[src/rtl/xfer_pkg.sv]
package xfer_pkg;

   typedef enum logic {
      ROUTE_B2A = 1'b0,
      ROUTE_A2B = 1'b1
   } route_e;

   typedef enum logic {
      PTREE_CHAIN    = 1'b0,
      PTREE_BALANCED = 1'b1
   } ptree_e;

endpackage

[src/rtl/xfer_parity_tree.sv]
module xfer_parity_tree #(
   parameter int              WIDTH = 8,
   parameter xfer_pkg::ptree_e STYLE = xfer_pkg::PTREE_BALANCED
) (
   input  logic [WIDTH-1:0] data,
   output logic             odd
);

   localparam int LEVELS = $clog2(WIDTH);
   localparam int PADDED = 1 << LEVELS;

   if (WIDTH < 2) begin : g_bad_width
      $error("xfer_parity_tree: WIDTH must be at least 2");
   end

   if (STYLE == xfer_pkg::PTREE_CHAIN) begin : g_chain
      logic [WIDTH:0] acc;
      assign acc[0] = 1'b0;
      for (genvar i = 0; i < WIDTH; i++) begin : g_link
         assign acc[i+1] = acc[i] ^ data[i];
      end
      assign odd = acc[WIDTH];
   end else begin : g_balanced
      // node[1] is the root; leaves occupy PADDED..2*PADDED-1
      logic [2*PADDED-1:0] node;
      for (genvar l = 0; l < PADDED; l++) begin : g_leaf
         if (l < WIDTH) begin : g_real
            assign node[PADDED+l] = data[l];
         end else begin : g_pad
            assign node[PADDED+l] = 1'b0;
         end
      end
      for (genvar n = 1; n < PADDED; n++) begin : g_node
         assign node[n] = node[2*n] ^ node[2*n+1];
      end
      assign node[0] = 1'b0;
      assign odd = node[1];
   end

endmodule

[src/rtl/xfer_lane_steer.sv]
module xfer_lane_steer #(
   parameter int WIDTH = 8
) (
   input  logic             active,
   input  logic             a2b,
   input  logic [WIDTH-1:0] a_in,
   input  logic [WIDTH-1:0] b_in,
   output logic [WIDTH-1:0] a_out,
   output logic [WIDTH-1:0] a_oe,
   output logic [WIDTH-1:0] b_out,
   output logic [WIDTH-1:0] b_oe
);

   logic drive_a;
   logic drive_b;

   assign drive_b = active &  a2b;
   assign drive_a = active & ~a2b;

   for (genvar i = 0; i < WIDTH; i++) begin : g_lane
      assign b_oe[i]  = drive_b;
      assign a_oe[i]  = drive_a;
      assign b_out[i] = drive_b & a_in[i];
      assign a_out[i] = drive_a & b_in[i];
   end

endmodule

[src/rtl/xfer_parity_ctrl.sv]
module xfer_parity_ctrl #(
   parameter int               WIDTH = 8,
   parameter xfer_pkg::ptree_e STYLE = xfer_pkg::PTREE_BALANCED
) (
   input  logic             active,
   input  logic             a2b,
   input  logic             odd_sel,
   input  logic [WIDTH-1:0] a_in,
   input  logic [WIDTH-1:0] b_in,
   input  logic             par_in,
   output logic             par_out,
   output logic             par_oe,
   output logic             ok_out,
   output logic             ok_oe
);

   logic odd_a;
   logic odd_b;
   logic gen_bit;
   logic mismatch;

   xfer_parity_tree #(.WIDTH(WIDTH), .STYLE(STYLE)) u_tree_a (
      .data (a_in),
      .odd  (odd_a)
   );

   xfer_parity_tree #(.WIDTH(WIDTH), .STYLE(STYLE)) u_tree_b (
      .data (b_in),
      .odd  (odd_b)
   );

   always_comb begin
      gen_bit  = odd_a ^ odd_sel;
      mismatch = odd_b ^ odd_sel ^ par_in;
      par_oe   = active & a2b;
      ok_oe    = active & ~a2b;
      par_out  = par_oe & gen_bit;
      ok_out   = ok_oe & ~mismatch;
   end

endmodule

[src/rtl/xfer_parity_transceiver.sv]
module xfer_parity_transceiver #(
   parameter int               WIDTH = 8,
   parameter xfer_pkg::ptree_e STYLE = xfer_pkg::PTREE_BALANCED
) (
   input  logic             shutdown,
   input  logic             dir_a2b,
   input  logic             odd_sel,
   input  logic [WIDTH-1:0] a_in,
   output logic [WIDTH-1:0] a_out,
   output logic [WIDTH-1:0] a_oe,
   input  logic [WIDTH-1:0] b_in,
   output logic [WIDTH-1:0] b_out,
   output logic [WIDTH-1:0] b_oe,
   input  logic             par_in,
   output logic             par_out,
   output logic             par_oe,
   output logic             ok_out,
   output logic             ok_oe
);

   logic active;
   logic a2b;

   assign active = ~shutdown;
   assign a2b    = (xfer_pkg::route_e'(dir_a2b) == xfer_pkg::ROUTE_A2B);

   xfer_lane_steer #(.WIDTH(WIDTH)) u_steer (
      .active (active),
      .a2b    (a2b),
      .a_in   (a_in),
      .b_in   (b_in),
      .a_out  (a_out),
      .a_oe   (a_oe),
      .b_out  (b_out),
      .b_oe   (b_oe)
   );

   xfer_parity_ctrl #(.WIDTH(WIDTH), .STYLE(STYLE)) u_par (
      .active  (active),
      .a2b     (a2b),
      .odd_sel (odd_sel),
      .a_in    (a_in),
      .b_in    (b_in),
      .par_in  (par_in),
      .par_out (par_out),
      .par_oe  (par_oe),
      .ok_out  (ok_out),
      .ok_oe   (ok_oe)
   );

endmodule

[config.mk]
export PLATFORM = sky130hd
export DESIGN_NAME = xfer_parity_transceiver
export DESIGN_NICKNAME = d
export VERILOG_FILES = /design/src/rtl/xfer_pkg.sv /design/src/rtl/xfer_parity_tree.sv /design/src/rtl/xfer_lane_steer.sv /design/src/rtl/xfer_parity_ctrl.sv /design/src/rtl/xfer_parity_transceiver.sv
export SDC_FILE = /design/constraint.sdc
export NUM_CORES = 1
export LEC_CHECK = 0
export ABC_CLOCK_PERIOD_IN_PS = 1550
export BUFFER_PORTS_ARGS = -buffer_cell sky130_fd_sc_hd__buf_4
export CORE_AREA = 4 4 41 43
export DETAILED_ROUTE_END_ITERATION = 12
export DIE_AREA = 0 0 45 47
export PLACE_DENSITY = 0.84
export SLEW_MARGIN = 20
export SYNTH_ARGS = -nofsm -noshare
export SYNTH_HDL_FRONTEND = slang
export SYNTH_SLANG_ARGS = --single-unit
[constraint.sdc]
create_clock -name vclk -period 1.55
set_input_delay 0.2325 -clock vclk [all_inputs]
set_output_delay 0.2325 -clock vclk [all_outputs]
set_load 0.05 [all_outputs]
==> run metrics, run 1 <==
clock buffer count 0; Mapped Avg Cell Area 7.80 um^2; slowest cell on the critical path xnor3_1; filler-free cell count of the finished design approximately 110; max-cap violations 0; largest net degree at the start of global routing 19; die footprint 0.00212 mm^2; Worst Max-Slew Pin Slew 304 ps; first-pass GRT wire length roughly 1800 um; HP Start dir_a2b; final setup vio count 2; Synth area leader buf_4; failing checks negative setup slack; layout cells sized above 1 0.717; vias per cell 4.17; cell area after synthesis 405 um^2; FP Rows 13; Pleak 0.447 nW; status finished, violations left; DR pass1 iterations 2; Rel. slew slack 0.797; cells after synthesis 52; Commonest cells post-synth and2_1, buf_4, xnor2_1, xnor3_1; CP Launch Type input pin; Hold Crit Class input pin to output pin; top-area cell type share of the netlist area 0.296; Overflow after GRT 0; worst path cell trace buf_6 -> xnor2_2 -> xnor3_1 -> xnor2_2 -> nor3_4 -> buf_6; worst path required time around 1300 ps; Setup Buffers After CTS 0; initial antenna violation count 0; area delta synth->final 102%; power density cells around 580 mW/mm^2; # DRC 0; filler cell count 115; ANT nets after route 0; CP max FO 2; sequential element share of the synthesized area 0; FF+latch area 0 um^2; post-detail-place hpwl 1090 um; Ports 56; Placed Instances 107; port buffer count 56; Die Ht 47 um; final-report max-slew violation count 0; Setup crit end kind output pin; Yosys warnings 0; Starting Density 0.312; total power 0.472 mW; Max rail drop VDD 0.000242 V; sequential cell count 0; Syn Nets 72; total track usage 0.110; core area 0.00130 mm^2; Final Hold Fails 0; hold_buf cts 0; Avg WL per Cell 11.7 um; Die X 45 um; ranking of synthesized cells by area buf_4, xnor2_1, and2_1; number of global-route vias before repair 422; fmax 615 MHz; RSZ-0062 raised after global routing yes; Yosys cell types 10; Worst EP arrival 1390 ps; RePlAce Congestion 0.606; setup ws final -75.7 ps; nets 114; final worst path period share 1.05; post-layout min period 1630 ps; worst setup path class input pin to output pin; vias between 400 and 500; initial DRC count 3; CP max stage delay 450 ps; worst hold slack between 700 and 800 ps; # diodes 0; crit path from b_in[4]; Post-Route WL ~1300 um
worst paths after layout:
path  endpoint  slack (ps)  depth (start not counted)
max     ok_out         -80                          6
min     ok_out         770                          3
cells by family (layout without fill, tap and decap cells):
logic type,count (synthesis),count (layout),synth area share
and+or+nand+nor,20,20,0.302
xor gates and xnor gates,15,15,0.392
buffers and inverters,17,57,0.306
what timing repair did:
item	in CTS	in global routing
setup endpoints to repair	2	2
gates resized for setup	8	7
pin swaps	3	4
routing by layer:
metal / share of wire / GRT usage / routed length [um] / up-vias
met4: 0 / 0 / 0 / 0
met5: 0 / 0 / 0 / -
met1: 0.29 / 0.122 / 359 / 203
met3: 0.061 / 0 / 77 / 0
met2: 0.65 / 0.243 / 817 / 19
li1: - / - / - / 224
per-stage QoR:
step	util	worst slack, ps	area, um^2	TNS [ps]
floorplan	-	-32.5	427	-32.5
finish	0.631	-75.7	821	-97.1
global placement	0.575	-89.2	748	-170
CTS	0.602	-76.8	783	-92.0
detailed placement	0.575	-99.3	748	-187
global route	0.631	-124	821	-219
critical path: cells and delay by family:
kind          cells  cell delay (ps)
buf+inv           2              280
xor+xnor          3              760
simple gates      1              130
layout by cell type, fill, tap and decap left out, drive strengths merged:
| cell | count |
|---|---|
| and2 | 17 |
| buf | 57 |
| nor3 | 1 |
| nor2b | 1 |
| xnor3 | 2 |
| xor2 | 1 |
| xnor2 | 12 |
| nor2 | 1 |
final cells by class:
class              instances  area, um^2  area share
repair buffers            57         462       0.563
multi-input cells         35         340       0.415
well taps                 15        18.8      0.0229
where the power goes:
part / leakage [nW] / switching, mW / internal [mW]
logic: 0.447 / 0.273 / 0.200
registers: 0 / 0 / 0
clock network: 0 / 0 / 0
total: 0.447 / 0.273 / 0.200
Note: power is estimated with default switching activity, not from simulation.
==> run 2: changes to the inputs <==
--- a/config.mk
+++ b/config.mk
@@ -11,6 +11,7 @@
 export DETAILED_ROUTE_END_ITERATION = 12
 export DIE_AREA = 0 0 45 47
 export PLACE_DENSITY = 0.84
+export SETUP_SLACK_MARGIN = 0.15
 export SLEW_MARGIN = 20
 export SYNTH_ARGS = -nofsm -noshare
 export SYNTH_HDL_FRONTEND = slang
==> run 2 against run 1 <==
Net effect: the flow still finishes with violations (negative setup slack); final cell count did not move; worst setup slack better by 1.8 ps; maximum frequency increased by 0.11%; critical endpoint unchanged; largest power group unchanged.
==> run metrics, run 2 (synthesis results as in run 1) <==
Starting Density 0.312; FP Rows 13; worst path required time 1320 ps; Avg WL per Cell between 10 and 15 um; power density cells 575 mW/mm^2; clock buffer count 0; commonest non-fill, non-tap cells in the layout buf_4, xnor2_1, and2_1, and2_2, buf_6; Max rail drop VDD roughly 0.00029 V; vias per cell 4.03; CP max FO 2; crit path from b_in[4]; # DRC 0; Pleak 0.445 nW; final-report max-slew violation count 0; slowest cell on the critical path xnor3_1; area of the multi-input gates 342 um^2; total track usage 0.105; ANT nets after route 0; Ports 56; setup ws final -73.8 ps; hold_buf cts 0; RePlAce Congestion 0.585; largest net degree at the start of global routing 19; first-pass GRT wire length roughly 1700 um; nets 114; number of global-route vias before repair 397; port buffer count 56; Overflow after GRT 0; fmax 616 MHz; final worst path period share 1.05; initial antenna violation count 0; FF+latch area 0 um^2; Hold Crit Class input pin to output pin; Final Core Density 0.626; area delta synth->final 101%; HP Start dir_a2b; post-layout min period 1620 ps; die footprint 0.00212 mm^2; Rel. slew slack 0.799; vias 431; RSZ-0062 raised after global routing yes; Placed Instances 107; CP Launch Type input pin; Final Hold Fails 0; initial DRC count 2; metal2 WL between 700 and 800 um; core area 0.00130 mm^2; DR pass1 iterations 2; Post-Route WL 1220 um; Worst EP arrival 1390 ps; worst setup path class input pin to output pin; Setup crit end kind output pin; status finished, violations left; Die Ht 47 um; top sig layer met3; M1 WL 357 um; commonest non-fill, non-tap cell in the layout buf_4; max-cap violations 0; layout cells sized above 1 0.783; Setup Buffers After CTS 0; sequential cell count 0; final setup vio count 2; Worst Max-Slew Pin Slew between 300 and 400 ps; post-detail-place hpwl 1050 um; failing checks negative setup slack; CP max stage delay 450 ps; worst path cell trace buf_6 -> xnor2_2 -> xnor3_1 -> xnor2_2 -> nor3_4 -> buf_6; Die X ~45 um; filler cell count approximately 120; filler-free cell count of the finished design about 110; # diodes 0; WL met3 89 um
==> run 2: cell counts in the layout (fill, tap and decap cells not counted) <==
Identical to the previous run, type by type.
==> run 2: critical path: cells and delay by family <==
kind / cells / cell delay (ps)
xor+xnor: 3 / 770
buf+inv: 2 / 280
simple gates: 1 / 130
==> run 2: layout make-up <==
cell class	count	share of cell area
multi-input cells	35	0.419
well taps	15	0.0230
repair buffers	57	0.558
==> run 2: report_power, final <==
group          switching [mW]  internal (mW)  total [mW]
Clock                       0              0           0
Sequential                  0              0           0
Combinational           0.271          0.198       0.469
Total                   0.271          0.198       0.469
==> run 2: timing repair <==
| item | in CTS | in global routing |
|---|---|---|
| gates resized for setup | 7 | 4 |
| pin swaps | 3 | 2 |
| setup endpoints to repair | 2 | 2 |
| gates cloned | 0 | 0 |
==> run 2: final timing paths <==
kind | to | slack (ps) | depth (start not counted)
min | ok_out | 770 | 3
max | ok_out | -70 | 6
==> run 2: stage by stage <==
stage	area, um^2	hold slack (ps)	power [mW]	setup TNS [ps]	worst slack, ps
floorplan	437	528	0.332	-32.5	-32.5
global placement	758	801	0.433	-177	-89.6
detailed placement	758	805	0.438	-186	-101
finish	815	766	0.469	-79.2	-73.8
global route	815	778	0.492	-220	-128
CTS	792	771	0.456	-89.5	-78.5
==> run 2: routing by layer <==
layer / vias up / track usage
met3: 0 / 0
li1: 225 / -
met1: 187 / 0.118
met4: 0 / 0
met5: - / 0
met2: 19 / 0.229
==> run 3: changes to the inputs <==
==> constraint.sdc (replaced) <==
create_clock -name vclk -period 1.55
set_input_delay 0.465 -clock vclk [all_inputs]
set_output_delay 0.465 -clock vclk [all_outputs]
set_load 0.05 [all_outputs]
==> run 3 against run 2 <==
Net effect: the flow now stops in clock tree synthesis; synthesized area did not move; synthesized cell count did not move.
==> run metrics, run 3 <==
ranking of synthesized cells by area buf_4, xnor2_1, and2_1; hold_buf cts 0; Syn Nets 72; Commonest cells post-synth and2_1, buf_4, xnor2_1, xnor3_1; top-area cell type share of the netlist area 0.296; cts repair resizes 90; cells after synthesis 52; Die X ~45 um; RePlAce Congestion 0.676; status stopped before the end; FP Rows 13; cell area after synthesis ~410 um^2; port buffer count 56; Yosys cell types 10; Die Ht 47 um; Mapped Avg Cell Area 7.80 um^2; post-detail-place hpwl 1240 um; Starting Density 0.312; Failed at clock tree synthesis; Yosys warnings 0; Ports 56; Setup Buffers After CTS 3; Synth area leader buf_4; error msg [ERROR DPL-0033] detailed placement checks failed during check placement.; Placed Instances roughly 110; sequential element share of the synthesized area 0
-- run 3: through the flow --
step | setup slack (ps) | hold slack, ps | utilization | instance area [um^2]
detailed placement | -600 | 1320 | 0.681 | 886
floorplan | -498 | 993 | - | 632
global placement | -553 | 1320 | 0.681 | 886
-- run 3: logic make-up after synthesis --
group | count (synthesis) | synth area share
simple gates | 20 | 0.302
buf+inv | 17 | 0.306
xor+xnor | 15 | 0.392
==> run 4: changes to the inputs <==
--- a/config.mk
+++ b/config.mk
@@ -7,11 +7,10 @@
 export LEC_CHECK = 0
 export ABC_CLOCK_PERIOD_IN_PS = 1550
 export BUFFER_PORTS_ARGS = -buffer_cell sky130_fd_sc_hd__buf_4
-export CORE_AREA = 4 4 41 43
+export CORE_AREA = 4 4 65 67
 export DETAILED_ROUTE_END_ITERATION = 12
-export DIE_AREA = 0 0 45 47
-export PLACE_DENSITY = 0.84
-export SETUP_SLACK_MARGIN = 0.15
+export DIE_AREA = 0 0 69 71
+export PLACE_DENSITY_LB_ADDON = 0.15
 export SLEW_MARGIN = 20
 export SYNTH_ARGS = -nofsm -noshare
 export SYNTH_HDL_FRONTEND = slang
==> run 4 against run 3 <==
Net effect: the flow now finishes, with violations (negative setup slack).
==> run metrics, run 4 (synthesis results as in run 1) <==
initial DRC count 1; area delta synth->final 245%; Ports 56; filler-free cell count of the finished design 150; worst hold slack 1280 ps; Overflow after GRT 0; TNS Setup -4540 ps; worst path cell trace buf_6 -> xnor2_2 -> xnor3_1 -> xnor2_2 -> nor3_4 -> buf_6; post-layout min period 2080 ps; RePlAce Congestion 0.626; commonest non-fill, non-tap cells in the layout buf_8, buf_4, buf_12, and2_4; DR pass1 iterations 2; die footprint 0.00490 mm^2; number of global-route vias before repair 524; final worst path period share 1.34; setup ws final -526 ps; worst path required time 1080 ps; failing checks negative setup slack; Worst EP arrival between 1500 and 2000 ps; fmax slightly below 500 MHz; WHS Path Cells 4; ANT nets after route 0; Setup crit end kind output pin; vias per cell 3.20; CP Launch Type input pin; core area 0.00363 mm^2; Avg WL per Cell 11.5 um; layout cells sized above 1 0.902; # DRC 0; power density cells 456 mW/mm^2; status finished, violations left; Die Ht 71 um; Worst Max-Slew Pin Slew approximately 300 ps; Hold Crit Class input pin to output pin; nets 124; Final Hold Fails 0; Die X 69 um; commonest non-fill, non-tap cell in the layout buf_8; vias 480; HP Start dir_a2b; Starting Density 0.112; final-report max-slew violation count 0; largest net degree at the start of global routing 10; # diodes 0; port buffer count 56; hold endpoint ok_out; slowest cell on the critical path xnor3_1; Pleak roughly 0.65 nW; final setup vio count 35; Setup Slack @ Placement -582 ps; Post-Route WL 1720 um; first-pass GRT wire length 2540 um; Placed Instances approximately 140; FF+latch area 0 um^2; CP max stage delay 440 ps; CP max FO 2; RSZ-0062 raised after global routing yes; worst setup path class input pin to output pin; initial antenna violation count 0; FP Rows 22; total power between 0.6 and 0.7 mW; max-cap violations 0; Rel. slew slack 0.800; total track usage 0.0609; Max rail drop VDD 0.000136 V; clock buffer count 0; sequential cell count 0
## run 4: worst max-delay path, delay by kind of cell
family,cells,cell delay (ps)
xor gates and xnor gates,3,740
buffers and inverters,2,270
and+or+nand+nor,1,120
## run 4: through the flow
step	utilization	area (um^2)
2_1_floorplan	-	520
3_3_place_gp	0.242	880
3_5_place_dp	0.242	880
4_1_cts	0.334	1210
5_1_grt	0.385	1400
6_report	0.385	1400
## run 4: how the worst max path moves through the flow
| stage | startpoint | end | slack (ps) | cells past startpoint |
|---|---|---|---|---|
| global placement | b_in[2] | ok_out | -570 | 6 |
| finish | b_in[4] | ok_out | -530 | 6 |
| floorplan | b_in[2] | ok_out | -500 | 4 |
| global route | a_in[0] | par_out | -620 | 6 |
| detailed placement | b_in[2] | ok_out | -580 | 6 |
| CTS | b_in[4] | ok_out | -550 | 6 |
## run 4: where the power goes
group	switching [mW]	internal [mW]	total [mW]
logic	0.307	0.331	0.638
registers	0	0	0
clock network	0	0	0
## run 4: area by class of cell
type	instances	area, um^2
tap	48	60.1
timing repair buffer	67	952
fill	350	2230
multi-input combinational	35	387
## run 4: per-layer routing
layer,up-vias,GRT usage,share of wire
met3,0,0.00426,0.023
met4,0,0,0
met5,-,0,0
met2,13,0.141,0.70
met1,223,0.0597,0.28
li1,244,-,-
## run 4: timing repair
action,CTS,global route
gates resized for setup,75,28
gates cloned,1,2
setup buffers,2,3
endpoints found under the setup margin,29,34
hold buffers,0,0
pin swaps,10,5
